==> src/rtl/hexdigit_select_display.sv <==
module hexdigit_select_display (
  input  logic [15:0] data_i,
  input  logic [1:0]  sel_i,
  input  logic [3:0]  btn_i,
  output logic [6:0]  seg_n_o,
  output logic [3:0]  an_n_o
);

  logic [3:0] nib;

  // quad 4-to-1 multiplexer
  always @(*) begin
    case (sel_i)
      2'b00:   nib = data_i[3:0];
      2'b01:   nib = data_i[7:4];
      2'b10:   nib = data_i[11:8];
      2'b11:   nib = data_i[15:12];
      default: nib = 4'hx;
    endcase
  end

  // active-low segments {a,b,c,d,e,f,g}
  always @(*) begin
    case (nib)
      4'h0:    seg_n_o = 7'b0000001;
      4'h1:    seg_n_o = 7'b1001111;
      4'h2:    seg_n_o = 7'b0010010;
      4'h3:    seg_n_o = 7'b0000110;
      4'h4:    seg_n_o = 7'b1001100;
      4'h5:    seg_n_o = 7'b0100100;
      4'h6:    seg_n_o = 7'b0100000;
      4'h7:    seg_n_o = 7'b0001111;
      4'h8:    seg_n_o = 7'b0000000;
      4'h9:    seg_n_o = 7'b0000100;
      4'hA:    seg_n_o = 7'b0001000;
      4'hB:    seg_n_o = 7'b1100000;
      4'hC:    seg_n_o = 7'b0110001;
      4'hD:    seg_n_o = 7'b1000010;
      4'hE:    seg_n_o = 7'b0110000;
      4'hF:    seg_n_o = 7'b0111000;
      default: seg_n_o = 7'b1111111;
    endcase
  end

  assign an_n_o = ~btn_i;

endmodule

==> config.mk <==
export PLATFORM = sky130hd
export DESIGN_NAME = hexdigit_select_display
export DESIGN_NICKNAME = d
export VERILOG_FILES = /design/src/rtl/hexdigit_select_display.sv
export SDC_FILE = /design/constraint.sdc
export NUM_CORES = 1
export LEC_CHECK = 0
export BUFFER_PORTS_ARGS = -buffer_cell sky130_fd_sc_hd__buf_4
export CAP_MARGIN = 15
export CORE_AREA = 2 2 39 41
export DETAILED_ROUTE_END_ITERATION = 10
export DIE_AREA = 0 0 41 43
export GPL_TIMING_DRIVEN = 0
export PLACE_DENSITY = 0.68
export SLEW_MARGIN = 40
export SYNTH_ARGS = -nofsm -noshare
export SYNTH_HDL_FRONTEND = slang
export SYNTH_SLANG_ARGS = --single-unit
==> constraint.sdc <==
create_clock -name vclk -period 5.8
set_input_delay 1.16 -clock vclk [all_inputs]
set_output_delay 1.16 -clock vclk [all_outputs]
set_load 0.03 [all_outputs]
==> flow_summary.toml <==
[cells_and_area]
final_layout_size_suffix_gt1_share_pct = 55.8
layout_common_cells = "buf_4 (34), inv_1 (10), ha_1 (6)"
nClkBuffers = 0
nNetsFinal = 107
nFlopsAndLatches = 0
final_common_cell = "buf_4"
n_antenna_cell = 0
instances_no_fill = 93
ff_latch_area_um2 = 0
area_growth_pct = 61.3
nFillCells = 150

[clock_tree]
cts_hold_buf = 0
cts_resized = 0
post_cts_buffers = 0

[route]
drtIter0Drc = 1
post_drt_wl_per_cell_um = 9.56
route.detailed.drc = 0
postRouteAntennaNets = 0
vias_per_cell = 4.73
num_vias = 440
routed_wl_um = 889
drtPass1Iterations = 2

[floorplan]
initial_core_util_pct = 31.6
core_region_area_um2 = 1380
dieArea_um2 = 1760
die_y_um = 43
io_pins = 33
row_count = 14
dieWidth_um = 41

[sta]
min_period_over_period_pct = 66.1
worst_pin_slew_ns = 0.224
fin_crit_ns = 3.83
tns_ns = 0
slew_headroom_pct = 85.0
setup_viol = 0
drv_slew = 0
setup_ws_ns = 1.97
rsz0062_at_grt = "false"
finalHoldViolations = 0
fmax_ghz = 0.261

[yosys]
netlist_instances = 44
synth_mux_area_share_pct = 45.3
yosysWarnings = 0
synth_top_family_by_area = "multiplexers"
synth_seq_area_share_pct = 0
synth.cell_area_um2 = 437
synth-compound-area-share_pct = 10.0
ys_types = 22
ys_top_cells_by_area = "ha_1 (17%), mux4_2 (15%), mux4_1 (12%), mux2i_1 (9.2%), inv_1 (8.6%)"
post_synth_and_or_nand_nor_area_fraction_pct = 12.6
avgSynthCellArea_um2 = 9.92
synthXorXnorAreaFrac_pct = 2.01
netlist.area_leader.share_pct = 17.2
syn_nets = 72
synth_adder_area_share_pct = 17.2
synth.largest_area_cell = "ha_1"

[worst_hold_path]
whs_endpoint = "an_n_o[2]"
min_from = "btn_i[2]"
worstHoldPathType = "input pin to output port"
hold_depth = 3

[global_route]
grt_pass1_wl_um = 1440
grt.overflow.total = 0
antenna_found_initial = 0
grt_start_max_net_pins = 11
grtUsageTotal_pct = 10.7
first_global_vias = 379

[power_and_ir_drop]
vdd_drop_max_mv = 0.0450
p_seq_share_pct = 0
power_density_nw_per_um2 = 136
p_clk_share_pct = 0
leakage_uw = 0.000372
switching_power_uw = 48.8
sw_frac_of_total_pct = 51.0
p_int_uw = 47.0
comb_power_share_pct = 100.0

[critical_path]
arrival_ns = 2.67
endpoint_kind = "output port"
cp_slowest_cell = "mux4_2"
path_max_fanout = 5
path_cells = "buf_4 -> mux4_2 -> inv_1 -> ha_1 -> nor3b_4 -> a211oi_2 -> buf_4"
path_class = "input pin to output port"
cpMostUsedCell = "buf_4"
crit_path_start_kind = "input pin"
max_stage_delay_ns = 0.57
required_ns = 4.64

[run]
cap_violations = 0

[placed_design]
dp_cells = 93
gp_congestion = 0.678
port_buffers = 33
dpl_worst_slack_ns = 1.95
hpwl_um = 809

[run_status]
outcome = "finished, final reports clean"
-- stage by stage --
step           hold WS [ns]  power (µW)  utilization, %  area [µm²]
6_report               2.57        95.8            50.9         704
4_1_cts                2.57        97.1            50.9         704
3_3_place_gp           2.57        95.8            50.9         704
5_1_grt                2.58         104            50.9         704
3_5_place_dp           2.57        97.0            50.9         704
2_1_floorplan          2.43        63.4               -         437
-- cell families after synthesis --
| group | after synthesis |
|---|---|
| AOI/OAI and AO/OA | 6 |
| xor gates and xnor gates | 1 |
| adders and majority gates | 6 |
| buffers and inverters | 12 |
| muxes | 12 |
| and+or+nand+nor | 7 |
-- cell usage after synthesis (2+ instances only) --
master and instances:
mux4_2 3, ha_1 6, inv_1 10, mux4_1 2
o22ai_1 2, mux2i_1 4, mux2_2 2
-- worst max-delay path: cells and delay by family --
kind / cells / cell delay [ns]
buffers and inverters: 3 / 0.46
AO/OA/AOI/OAI: 1 / 0.18
AND/OR/NAND/NOR: 1 / 0.06
adder cells (fa/ha/maj): 1 / 0.23
multiplexers: 1 / 0.57
-- per-layer routing --
metal	up-vias	GRT usage, %	wire [µm]
met5	-	0	0
met2	26	19.4	410
met4	0	0	0
met1	187	14.0	379
met3	0	0.524	99
li1	227	-	-
-- layout make-up --
cell class | count | area [µm²] | share of cell area, %
Multi-Input combinational cell | 32 | 380 | 54.0
Timing Repair Buffer | 33 | 248 | 35.2
Buffer | 2 | 18.8 | 2.66
Tap cell | 16 | 20.0 | 2.84
Inverter | 10 | 37.5 | 5.33
-- how the worst max path moves through the flow --
| stage | to | depth (start not counted) | startpoint |
|---|---|---|---|
| floorplan | seg_n_o[2] | 5 | sel_i[0] |
| global placement | seg_n_o[6] | 7 | sel_i[0] |
| detailed placement | seg_n_o[6] | 7 | sel_i[0] |
| CTS | seg_n_o[6] | 7 | sel_i[0] |
| global route | seg_n_o[6] | 7 | sel_i[0] |
| finish | seg_n_o[6] | 7 | sel_i[0] |
-- power groups by stage --
stage                     combinational, µW  clock (µW)  sequential [µW]
after floorplan                        63.4           0                0
after CTS                              97.1           0                0
after detailed placement               97.0           0                0
after global placement                 95.8           0                0
final                                  95.8           0                0
after global routing                    104           0                0
Power figures use the tool's default switching activity.
